[config.mk]
export PLATFORM = sky130hd
export DESIGN_NAME = dmove_unit
export DESIGN_NICKNAME = d
export VERILOG_FILES = /design/src/rtl/dmu_pkg.sv /design/src/rtl/dmu_decoder.sv /design/src/rtl/dmu_seq.sv /design/src/rtl/dmu_arch_regs.sv /design/src/rtl/dmove_unit.sv
export SDC_FILE = /design/constraint.sdc
export NUM_CORES = 1
export LEC_CHECK = 0
export ABC_AREA = 1
export BUFFER_PORTS_ARGS = -buffer_cell sky130_fd_sc_hd__buf_2
export CAP_MARGIN = 20
export CORE_MARGIN = 2
export CORE_UTILIZATION = 59
export CTS_BUF_LIST = sky130_fd_sc_hd__clkbuf_4 sky130_fd_sc_hd__clkbuf_8
export CTS_CLUSTER_DIAMETER = 30
export DETAILED_ROUTE_END_ITERATION = 12
export PLACE_DENSITY = 0.89
export SYNTH_ARGS = -nofsm -noshare
export SYNTH_HDL_FRONTEND = slang
export SYNTH_SLANG_ARGS = --single-unit
[constraint.sdc]
create_clock -name clk -period 7.25 [get_ports clk]
set_clock_uncertainty 0.05 [all_clocks]
set_input_delay 0.725 -clock clk [delete_from_list [all_inputs] [get_ports clk]]
set_output_delay 0.725 -clock clk [all_outputs]
set_load 0.01 [all_outputs]
[src/rtl/dmu_pkg.sv]
package dmu_pkg;
    localparam int DATA_W = 8;
    localparam int ADDR_W = 16;
    localparam int CNT_W  = 2;

    typedef logic [DATA_W-1:0] byte_t;
    typedef logic [ADDR_W-1:0] addr_t;

    typedef enum logic [3:0] {
        K_DIR_IMM,
        K_IND_ACC,
        K_IND_DIR,
        K_IND_IMM,
        K_LD_DPTR,
        K_CODE_DP,
        K_CODE_PC,
        K_XRD_RI,
        K_XRD_DP,
        K_XWR_RI,
        K_XWR_DP,
        K_BAD
    } op_kind_e;

    typedef struct packed {
        op_kind_e         kind;
        logic [CNT_W-1:0] ncyc;
        logic [1:0]       nbytes;
    } dec_t;

    function automatic dec_t decode_op(input byte_t op);
        dec_t d;
        d = '{kind: K_BAD, ncyc: 2'd1, nbytes: 2'd0};
        casez (op)
            8'h75:        d = '{kind: K_DIR_IMM, ncyc: 2'd3, nbytes: 2'd3};
            8'b1111_011?: d = '{kind: K_IND_ACC, ncyc: 2'd1, nbytes: 2'd1};
            8'b1010_011?: d = '{kind: K_IND_DIR, ncyc: 2'd2, nbytes: 2'd2};
            8'b0111_011?: d = '{kind: K_IND_IMM, ncyc: 2'd2, nbytes: 2'd2};
            8'h90:        d = '{kind: K_LD_DPTR, ncyc: 2'd3, nbytes: 2'd3};
            8'h93:        d = '{kind: K_CODE_DP, ncyc: 2'd3, nbytes: 2'd1};
            8'h83:        d = '{kind: K_CODE_PC, ncyc: 2'd3, nbytes: 2'd1};
            8'b1110_001?: d = '{kind: K_XRD_RI,  ncyc: 2'd2, nbytes: 2'd1};
            8'hE0:        d = '{kind: K_XRD_DP,  ncyc: 2'd2, nbytes: 2'd1};
            8'b1111_001?: d = '{kind: K_XWR_RI,  ncyc: 2'd2, nbytes: 2'd1};
            8'hF0:        d = '{kind: K_XWR_DP,  ncyc: 2'd2, nbytes: 2'd1};
            default:      d = '{kind: K_BAD,     ncyc: 2'd1, nbytes: 2'd0};
        endcase
        return d;
    endfunction

    // pointer register i of a bank sits at bank*8 + i
    function automatic byte_t ptr_reg_addr(input logic [1:0] bank, input logic sel);
        return {3'b000, bank, 2'b00, sel};
    endfunction
endpackage

[src/rtl/dmu_decoder.sv]
module dmu_decoder
    import dmu_pkg::*;
(
    input  byte_t op,
    output dec_t  dec
);
    always_comb dec = decode_op(op);
endmodule

[src/rtl/dmu_seq.sv]
module dmu_seq
    import dmu_pkg::*;
(
    input  logic             clk,
    input  logic             rst,
    input  logic             start,
    input  logic [CNT_W-1:0] ncyc,
    output logic             busy,
    output logic [CNT_W-1:0] cnt,
    output logic             last
);
    always_ff @(posedge clk) begin
        if (rst) begin
            busy <= 1'b0;
            cnt  <= '0;
        end else if (!busy) begin
            busy <= start;
            cnt  <= '0;
        end else if (last) begin
            busy <= 1'b0;
            cnt  <= '0;
        end else begin
            cnt <= cnt + 1'b1;
        end
    end

    assign last = busy && (cnt == ncyc - 1'b1);


    cnt_range_chk: assert property (@(posedge clk) disable iff (rst)
        busy |-> (cnt < ncyc));
endmodule

[src/rtl/dmu_arch_regs.sv]
module dmu_arch_regs
    import dmu_pkg::*;
(
    input  logic       clk,
    input  logic       rst,
    input  logic       acc_we,
    input  byte_t      acc_d,
    input  logic       dph_we,
    input  logic       dpl_we,
    input  byte_t      dp_d,
    input  logic       pc_adv,
    input  logic [1:0] pc_step,
    output byte_t      acc,
    output addr_t      dptr,
    output addr_t      pc
);
    always_ff @(posedge clk) begin
        if (rst) begin
            acc  <= '0;
            dptr <= '0;
            pc   <= '0;
        end else begin
            if (acc_we) acc <= acc_d;
            if (dph_we) dptr[ADDR_W-1:DATA_W] <= dp_d;
            if (dpl_we) dptr[DATA_W-1:0] <= dp_d;
            if (pc_adv) pc <= pc + addr_t'(pc_step);
        end
    end


    dp_split_chk: assert property (@(posedge clk) disable iff (rst)
        !(dph_we && dpl_we));
endmodule

[src/rtl/dmove_unit.sv]
module dmove_unit
    import dmu_pkg::*;
(
    input  logic        clk,
    input  logic        rst,
    input  logic        start,
    input  logic [7:0]  opcode,
    input  logic [7:0]  operand1,
    input  logic [7:0]  operand2,
    input  logic [1:0]  bank_sel,
    output logic [7:0]  iram_addr,
    output logic        iram_we,
    output logic [7:0]  iram_wdata,
    input  logic [7:0]  iram_rdata,
    output logic [15:0] code_addr,
    output logic        code_re,
    input  logic [7:0]  code_rdata,
    output logic [15:0] xd_addr,
    output logic        xd_re,
    output logic        xd_we,
    output logic [7:0]  xd_wdata,
    input  logic [7:0]  xd_rdata,
    output logic [7:0]  acc,
    output logic [15:0] dptr,
    output logic [15:0] pc,
    output logic        busy,
    output logic        done,
    output logic        illegal
);
    dec_t             dec_in, dec_q;
    byte_t            b1_q, b2_q, ptr_q, ptr_now;
    logic [CNT_W-1:0] cnt;
    logic             last, accept;
    logic             acc_we, dph_we, dpl_we, pc_adv;
    byte_t            acc_d, dp_d;

    dmu_decoder u_dec (.op(opcode), .dec(dec_in));

    dmu_seq u_seq (
        .clk(clk), .rst(rst), .start(start), .ncyc(dec_q.ncyc),
        .busy(busy), .cnt(cnt), .last(last)
    );

    assign accept = start && !busy;

    always_ff @(posedge clk) begin
        if (rst) begin
            dec_q <= '{kind: K_BAD, ncyc: 2'd1, nbytes: 2'd0};
            b1_q  <= '0;
            b2_q  <= '0;
            ptr_q <= '0;
        end else begin
            if (accept) begin
                dec_q <= dec_in;
                b1_q  <= operand1;
                b2_q  <= operand2;
            end
            if (busy && cnt == '0) ptr_q <= iram_rdata;
        end
    end

    // pointer value is on the read port in the first busy cycle only
    assign ptr_now = (cnt == '0) ? iram_rdata : ptr_q;

    always_comb begin
        iram_addr  = '0;
        iram_we    = 1'b0;
        iram_wdata = '0;
        code_addr  = '0;
        code_re    = 1'b0;
        xd_addr    = '0;
        xd_re      = 1'b0;
        xd_we      = 1'b0;
        xd_wdata   = '0;
        acc_we     = 1'b0;
        acc_d      = '0;
        dph_we     = 1'b0;
        dpl_we     = 1'b0;
        dp_d       = '0;
        if (accept) iram_addr = ptr_reg_addr(bank_sel, opcode[0]);
        if (busy) begin
            unique case (dec_q.kind)
                K_DIR_IMM: if (last) begin
                    iram_we = 1'b1; iram_addr = b1_q; iram_wdata = b2_q;
                end
                K_IND_ACC: begin
                    iram_we = 1'b1; iram_addr = ptr_now; iram_wdata = acc;
                end
                K_IND_DIR: begin
                    if (cnt == '0) iram_addr = b1_q;
                    if (last) begin
                        iram_we = 1'b1; iram_addr = ptr_q; iram_wdata = iram_rdata;
                    end
                end
                K_IND_IMM: if (last) begin
                    iram_we = 1'b1; iram_addr = ptr_q; iram_wdata = b1_q;
                end
                K_LD_DPTR: begin
                    if (cnt == 2'd1) begin dph_we = 1'b1; dp_d = b1_q; end
                    if (cnt == 2'd2) begin dpl_we = 1'b1; dp_d = b2_q; end
                end
                K_CODE_DP, K_CODE_PC: begin
                    if (cnt == 2'd1) begin
                        code_re   = 1'b1;
                        code_addr = ((dec_q.kind == K_CODE_DP) ? dptr : pc + 16'd1)
                                    + addr_t'(acc);
                    end
                    if (last) begin acc_we = 1'b1; acc_d = code_rdata; end
                end
                K_XRD_RI, K_XRD_DP: begin
                    if (cnt == '0) begin
                        xd_re   = 1'b1;
                        xd_addr = (dec_q.kind == K_XRD_DP) ? dptr : {8'h00, ptr_now};
                    end
                    if (last) begin acc_we = 1'b1; acc_d = xd_rdata; end
                end
                K_XWR_RI, K_XWR_DP: if (last) begin
                    xd_we    = 1'b1;
                    xd_addr  = (dec_q.kind == K_XWR_DP) ? dptr : {8'h00, ptr_q};
                    xd_wdata = acc;
                end
                default: ;
            endcase
        end
    end

    assign done    = last;
    assign illegal = last && (dec_q.kind == K_BAD);
    assign pc_adv  = last && (dec_q.kind != K_BAD);

    dmu_arch_regs u_regs (
        .clk(clk), .rst(rst),
        .acc_we(acc_we), .acc_d(acc_d),
        .dph_we(dph_we), .dpl_we(dpl_we), .dp_d(dp_d),
        .pc_adv(pc_adv), .pc_step(dec_q.nbytes),
        .acc(acc), .dptr(dptr), .pc(pc)
    );


    done_in_busy_chk: assert property (@(posedge clk) disable iff (rst)
        done |-> busy);

    illegal_with_done_chk: assert property (@(posedge clk) disable iff (rst)
        illegal |-> done);

    illegal_hold_chk: assert property (@(posedge clk) disable iff (rst)
        illegal |=> ($stable(acc) && $stable(dptr) && $stable(pc)));

    one_strobe_chk: assert property (@(posedge clk) disable iff (rst)
        $countones({iram_we, code_re, xd_re, xd_we}) <= 1);

    strobe_busy_chk: assert property (@(posedge clk) disable iff (rst)
        (iram_we || code_re || xd_re || xd_we) |-> busy);

    write_last_chk: assert property (@(posedge clk) disable iff (rst)
        (iram_we || xd_we) |-> done);

    dph_first_chk: assert property (@(posedge clk) disable iff (rst)
        (done && dec_q.kind == K_LD_DPTR) |-> (dptr[15:8] == b1_q));
endmodule

# Word level (Yosys, flattened, before mapping)
# Cells that the tools add are included.
totals:
  register_bits: 75
  input_bits: 53
  out_inout_bits: 103
  elab_cells: 113
classes:
  addsub: 5
  eq_ne: 26
  mux: 55
  n_bitwise: 1
  reduce_logical: 14
ops:
  columns: ["op", "n"]
  rows:
  - ["2-to-1 mux 8 bit", 20]
  - ["2-to-1 mux 16 bit", 9]
  - ["one-hot mux 8 bit (11 select lines)", 1]
  - ["one-hot mux 8 bit (4 select lines)", 2]
  - ["== test 8 bit, second input constant", 5]
  - ["one-hot mux 16 bit (2 select lines)", 1]
  - ["== test 7 bit, second input constant", 4]
  - ["2-to-1 mux 1 bit", 19]
  - ["adder 16 x 1 -> 16 bit, second input constant", 1]
  - ["adder 16 x 2 -> 16 bit", 1]
  - ["adder 16 x 8 -> 16 bit", 1]
  - ["== test 4 x 3 -> 1 bit, second input constant", 4]
  - ["== test 4 bit, second input constant", 4]
  - ["one-hot mux 8 bit (2 select lines)", 1]
  - ["== test 4 x 2 -> 1 bit, second input constant", 2]
  - ["== test 8 x 7 -> 1 bit, second input constant", 1]
  - ["== test 7 x 6 -> 1 bit, second input constant", 1]
  - ["OR reduction 2 bit", 3]
  - ["OR reduction 3 bit", 2]
  - ["logical AND 1 bit", 5]
  - ["2-to-1 mux 5 bit", 1]
  - ["== test 4 x 1 -> 1 bit, second input constant", 1]
  - ["logical NOT 4 bit", 1]
  - ["inequality test 4 bit, second input constant", 1]
  - ["10 further kinds", 10]

# Longest topological paths before layout
depth:
  ltp_word: 7
  ltp_mapped: 20
  mapped_depth_nobuf: 18

# Cells and area by module
# A second synthesis with hierarchy kept.
unflattened:
  cells_unflattened: 978
  hier_area_um2: 5876.9
modules_own_cells:
  columns: ["module", "n_inst", "cells_per_inst", "area_each_um2", "seq_area_each_um2"]
  rows:
  - ["dmove_unit", 1, 638, 3622.2, 640.6]
  - ["dmu_arch_regs", 1, 233, 1692.9, 800.8]
  - ["dmu_decoder", 1, 82, 394.1, 0.0]
  - ["dmu_seq", 1, 25, 167.7, 60.1]

# Least setup slack after synthesis
# Ideal clock, no wire load.
synth_path:
  kind: "register to output"
  from: "reg dec_q[6] (netlist bit)"
  to: "out code_addr[14]"
  arrival_time_ps: 2630
  t_required_ps: 6475
  slack_ps: 3845
  path_stages_with_launch: 19
  path_buffers: 2
  cell_sequence: "dfxtp_1 -> inv_2 -> nor2_4 -> nand3_2 -> buf_4 -> clkbuf_1 -> o21ai_0 -> ha_1 -> inv_1 -> fa_1 -> inv_1 -> nand3_1 -> nand2_1 -> nand4_1 -> nand2_1 -> nand2_2 -> nor3_4 -> a21oi_1 -> nor2_1"
synth_via:
  elab_chain_cells: 6
  elab_cells_between_ends: 8
  cone_classes: "add/sub: 1; eq/ne: 2; mux: 4; reduce/logical: 1"
synth_rtl:
  columns: ["item", "line", "text"]
  rows:
  - ["start, declared", "dmove_unit.sv:30", "dec_t dec_in, dec_q;"]
  - ["start signal, assigned", "dmove_unit.sv:48", "dec_q <= '{kind: K_BAD, ncyc: 2'd1, nbytes: 2'd0};"]
  - ["start signal, assigned", "dmove_unit.sv:54", "dec_q <= dec_in;"]
  - ["== test 4 x 3 -> 1 bit", "dmove_unit.sv:82, dmove_unit.sv:105", null]
  - ["2-to-1 mux 16 bit", "dmove_unit.sv:105", "code_addr = ((dec_q.kind == K_CODE_DP) ? dptr : pc + 16'd1)"]
  - ["adder 16 x 8 -> 16 bit", "dmove_unit.sv:106", "+ addr_t'(acc);"]
  - ["2-to-1 mux 16 bit", "dmove_unit.sv:103", "if (cnt == 2'd1) begin"]
  - ["2-to-1 mux 16 bit *", "dmove_unit.sv:82", "unique case (dec_q.kind)"]
  - ["2-to-1 mux 16 bit *", "dmove_unit.sv:81", "if (busy) begin"]
  - ["end, declared", "dmove_unit.sv:15", "output logic [15:0] code_addr,"]
# Every way passes the cells marked *; elsewhere a longest branch is shown, timed or not.

# Final worst setup path
layout_path:
  from: "reg u_seq.busy"
  to: "out iram_addr[4]"
layout_via:
  elab_chain_cells: 7
  elab_cells_between_ends: 10
  cone_classes: "mux: 7; reduce/logical: 3"
layout_rtl:
  columns: ["item", "line", "text"]
  rows:
  - ["start, declared", "dmu_seq.sv:8", "output logic busy,"]
  - ["start signal, assigned", "dmu_seq.sv:17", "busy <= start;"]
  - ["logical NOT 1 bit", "dmove_unit.sv:44", "assign accept = start && !busy;"]
  - ["logical AND 1 bit", "dmove_unit.sv:44", null]
  - ["2-to-1 mux 5 bit", "dmove_unit.sv:80", "if (accept) iram_addr = ptr_reg_addr(bank_sel, opcode[0]);"]
  - ["2-to-1 mux 8 bit", "dmove_unit.sv:90", "if (cnt == '0) iram_addr = b1_q;"]
  - ["2-to-1 mux 8 bit", "dmove_unit.sv:91", "if (last) begin"]
  - ["one-hot mux 8 bit (4 select lines)", "dmove_unit.sv:82", null]
  - ["2-to-1 mux 8 bit *", "dmove_unit.sv:81", null]
  - ["end, declared", "dmove_unit.sv:11", "output logic [7:0] iram_addr,"]
# Marks and branches as above.

==> Implementation_results.wiki <==
{| class="wikitable"
! Metric !! Value
|-
| Outcome || finished, final reports clean
|-
| Root buf cell || sky130_fd_sc_hd__clkbuf_8
|-
| Final Critical Period || between 4 and 5 ns
|-
| Number of synthesized flops with an enable pin || 0
|-
| Worst Setup SP || u_seq.busy$_SDFF_PP0_
|-
| Starting density of the core || between 60% and 70%
|-
| Critical Setup Path Class || reg -> out
|-
| GR Util All Layers || 35.2%
|-
| Setup violators final || 0
|-
| Synth Instances || 920
|-
| Area of the die || slightly above 0.01 sq mm
|-
| Diode insertion count for antenna repair || 0
|-
| Smallest setup slack after layout || slightly above 3 ns
|-
| Filler-free cell count of the finished design || between 1,000 and 1,500
|-
| Post-synthesis sequential area ratio || 26.6%
|-
| Worst max-slew margin expressed relative to the limit || a little over a quarter
|-
| Most used DFF post-synth || sky130_fd_sc_hd__dfxtp_1
|-
| Startpoint types || flip-flop
|-
| Clock-pin transition on the worst setup and hold timing paths || 0.08 ns
|-
| Average vias per placed instance || 5.80
|-
| Count of clock tree sinks || 75
|-
| Unrepaired setup endpoints after global routing || no
|-
| Count of antenna-violating nets left after detailed routing || 0
|-
| Worst hold slack || 0.405 ns
|-
| Proportion of power drawn by the clock network || 41.3%
|-
| Proportion of power drawn by flip-flops and latches || 44.9%
|-
| Async S/R FF share, synth || 0%
|-
| Residual DRC || 0
|-
| Setup TNS || 0 ns
|-
| Post-synthesis cell area || about 0.0057 sq mm
|-
| Max Root-Sink Buffers || 2
|-
| Average wire per cell in the routed design || 15.6 um
|-
| Signed area change from the synthesized netlist to the final layout || 19.1%
|-
| Hold depth || 1
|-
| Post-synthesis cell type count || between 40 and 50
|-
| Areal power density over the cells || ~150 mW/mm^2
|-
| Half-perimeter wire length after placement || ~14 mm
|-
| Cts repair resizes || 0
|-
| Number of standard-cell rows in the floorplan || 35
|-
| Number of DRC markers in iteration 0 || between 700 and 800
|-
| Worst hold-check path type || reg -> reg
|-
| Max IR drop VDD || 0.108 mV
|-
| Clock latency on the worst-skew pair || around 0.35 ns
|-
| Via count || 6,899
|-
| Warnings from Yosys || 0
|-
| Number of H-tree branching levels || 3
|-
| Post-place setup slack || 3.53 ns
|-
| Number of setup buffers added after CTS || 0
|-
| Number of buffers inserted by hold repair at cts || 0
|-
| Worst min-delay path startpoint || u_seq.cnt[0]$_SDFF_PP0_
|-
| Switching share of total power || 27.9%
|-
| CTS tree || yes
|-
| Net count reported at finish || about 1,100
|-
| First drt pass iteration count || 11
|-
| Max-cap violation count || 0
|-
| Routability congestion estimate from global placement || ~1.1
|-
| Core footprint || just over 0.009 sq mm
|-
| Initial antenna violation count || 0
|-
| Power dissipated by switching net loads || about 280 uW
|-
| Pin count of the biggest net entering global routing || 42
|-
| Worst-case reg-to-reg path depth || 5
|-
| Share of Yosys cell area claimed by the top area cell type || around a quarter
|-
| Top cell type by total area after synthesis || sky130_fd_sc_hd__dfxtp_1
|-
| Data required time at the worst endpoint || around 6.5 ns
|-
| Power share of the combinational group || between 10% and 20%
|-
| Maximum clock frequency || about 240 MHz
|-
| Critical path data arrival time || 3.46 ns
|-
| Detailed Route WL || approximately 19 mm
|-
| Share of the clock period used by the worst path || roughly 58%
|-
| Number of synthesized register bits || 75
|-
| Chip height || roughly 100 um
|-
| Layout cells sized above 1 || around a fifth
|-
| Syn_area_per_cell || 6.14 sq um
|-
| End of the worst register-to-register path || dec_q[6]$_SDFFE_PP0P_
|-
| Least-Margin Pin Slew || approximately 1.1 ns
|-
| Count of buffers from port buffering || 155
|-
| Kind of end point of the critical path || primary output
|-
| Vias in the first global route || roughly 6,100
|-
| Wire length of the first global-routing pass || around 29 mm
|-
| Largest fanout of any net on the critical path || 35
|-
| Leading cell types by total area after synthesis || sky130_fd_sc_hd__dfxtp_1 27%, sky130_fd_sc_hd__nand2_1 14%, sky130_fd_sc_hd__inv_1 8.1%, sky130_fd_sc_hd__nor2_1 7.8%, sky130_fd_sc_hd__o21ai_0 7.0%
|-
| Syn Nets || around 1,000
|-
| Leakage power || between 0.003 and 0.004 uW
|-
| Dpl cells || around 1,200
|-
| Overflow left after global routing || 0
|-
| Endpoint of the worst hold-timing path || u_seq.cnt[0]$_SDFF_PP0_
|-
| Register-to-register setup slack || approximately 4.0 ns
|-
| Internal cell power || 716 uW
|-
| Design Power || between 900 and 1000 uW
|-
| CTS Buf Count || 9
|-
| Hold Violations, Final || 0
|-
| Ports || roughly 160
|-
| Number of pins with negative max-slew slack in the final report || 0
|-
| Startpoint of the most critical register-to-register path || u_seq.busy$_SDFF_PP0_
|-
| Horizontal die dimension || 102 um
|}
[metal layers]
metal	track usage (%)	vias up	part of all wire, %
li1	-	3280	-
met4	17.6	0	4.8
met2	55.8	461	44
met1	45.7	3062	39
met5	0	-	0
met3	7.25	96	12
[cells by family (layout without fill, tap and decap cells)]
logic type                 count (synthesis)  count (layout)  share of synthesized area [%]
and+or+nand+nor                          446             446                           34.9
AOI/OAI and AO/OA                        211             211                           21.6
DFF                                       75              75                           26.6
buffers and inverters                    159             300                           10.9
xor gates and xnor gates                  10              10                           1.55
adders and majority gates                 19              19                           4.47
[critical path: stages, from the launching register on]
cell and delay, ns:
sky130_fd_sc_hd__dfxtp_1 0.66, sky130_fd_sc_hd__inv_1 0.52, sky130_fd_sc_hd__nand2_1 0.89, sky130_fd_sc_hd__clkinv_1 0.63, sky130_fd_sc_hd__nand2_1 0.18, sky130_fd_sc_hd__nand2_1 0.07
sky130_fd_sc_hd__buf_2 0.14
[flip-flops by register name, indices dropped and copies added, names as in the netlist]
name / count
u_seq.busy: 1
b1_q: 8
u_regs.acc: 8
ptr_q: 8
u_regs.dptr: 16
u_regs.pc: 16
u_seq.cnt: 2
b2_q: 8
dec_q: 8
[worst max-delay path by stage]
stage | end | slack (ns) | cells past startpoint
final | iram_addr[4] | 3.02 | 6
after global routing | iram_addr[3] | 2.72 | 6
after floorplan | code_addr[14] | 3.84 | 18
after global placement | code_addr[12] | 3.64 | 17
after CTS | code_addr[14] | 3.12 | 17
after detailed placement | code_addr[14] | 3.53 | 17
[synth_stat cells, types with 14 or more instances]
cell	number
sky130_fd_sc_hd__clkbuf_1	21
sky130_fd_sc_hd__a21oi_1	66
sky130_fd_sc_hd__nor3_1	16
sky130_fd_sc_hd__dfxtp_1	75
sky130_fd_sc_hd__inv_1	122
sky130_fd_sc_hd__ha_1	17
sky130_fd_sc_hd__nand3_1	39
sky130_fd_sc_hd__a22oi_1	17
sky130_fd_sc_hd__o21ai_0	79
sky130_fd_sc_hd__nand2_2	14
sky130_fd_sc_hd__nor2_1	118
sky130_fd_sc_hd__nand2_1	218
[power groups by stage]
stage                     clock network, uW  registers (uW)  logic [uW]
after floorplan                           0             447        87.9
after global placement                    0             452         127
after detailed placement                  0             453         129
after CTS                               407             444         131
after global routing                    423             446         151
final                                   409             446         137
[cell usage in the layout (no fill, tap or decap), types with 3 or more instances in the layout]
cell type and count:
sky130_fd_sc_hd__o22ai_1 6, sky130_fd_sc_hd__a211oi_1 9, sky130_fd_sc_hd__nand3_2 3, sky130_fd_sc_hd__a21oi_2 4, sky130_fd_sc_hd__a22oi_1 17, sky130_fd_sc_hd__dfxtp_1 75
sky130_fd_sc_hd__o21a_1 4, sky130_fd_sc_hd__o21ai_0 79, sky130_fd_sc_hd__nand2_2 14, sky130_fd_sc_hd__nor2_1 118, sky130_fd_sc_hd__nand4_1 10, sky130_fd_sc_hd__nor2_4 5
sky130_fd_sc_hd__bufinv_16 3, sky130_fd_sc_hd__o2111ai_1 6, sky130_fd_sc_hd__nor3b_1 5, sky130_fd_sc_hd__buf_2 155, sky130_fd_sc_hd__nand3_1 39, sky130_fd_sc_hd__o221ai_1 3
sky130_fd_sc_hd__inv_1 122, sky130_fd_sc_hd__o211ai_1 3, sky130_fd_sc_hd__clkbuf_8 10, sky130_fd_sc_hd__o21ai_1 4, sky130_fd_sc_hd__xor2_1 8, sky130_fd_sc_hd__nor3_1 16
sky130_fd_sc_hd__a21oi_1 66, sky130_fd_sc_hd__ha_1 17, sky130_fd_sc_hd__nor2_2 8, sky130_fd_sc_hd__nand2_1 218, sky130_fd_sc_hd__inv_2 3, sky130_fd_sc_hd__a31oi_1 5
[final cells by class]
cell class / instances / area (sq um)
tap: 129 / 161
fill: 836 / 2550
clock buffer: 12 / 153
timing repair buffer: 156 / 803
clock inverter: 4 / 97.6
inverter: 128 / 484
sequential: 75 / 1500
multi-input combinational: 686 / 3530
[per-stage QoR]
stage	cell area, sq um	utilization (%)
after global routing	6730	72.5
final	6730	72.5
after detailed placement	6460	69.5
after CTS	6710	72.2
after floorplan	5650	-
after global placement	6460	69.5
(Power assumes the default switching activity.)
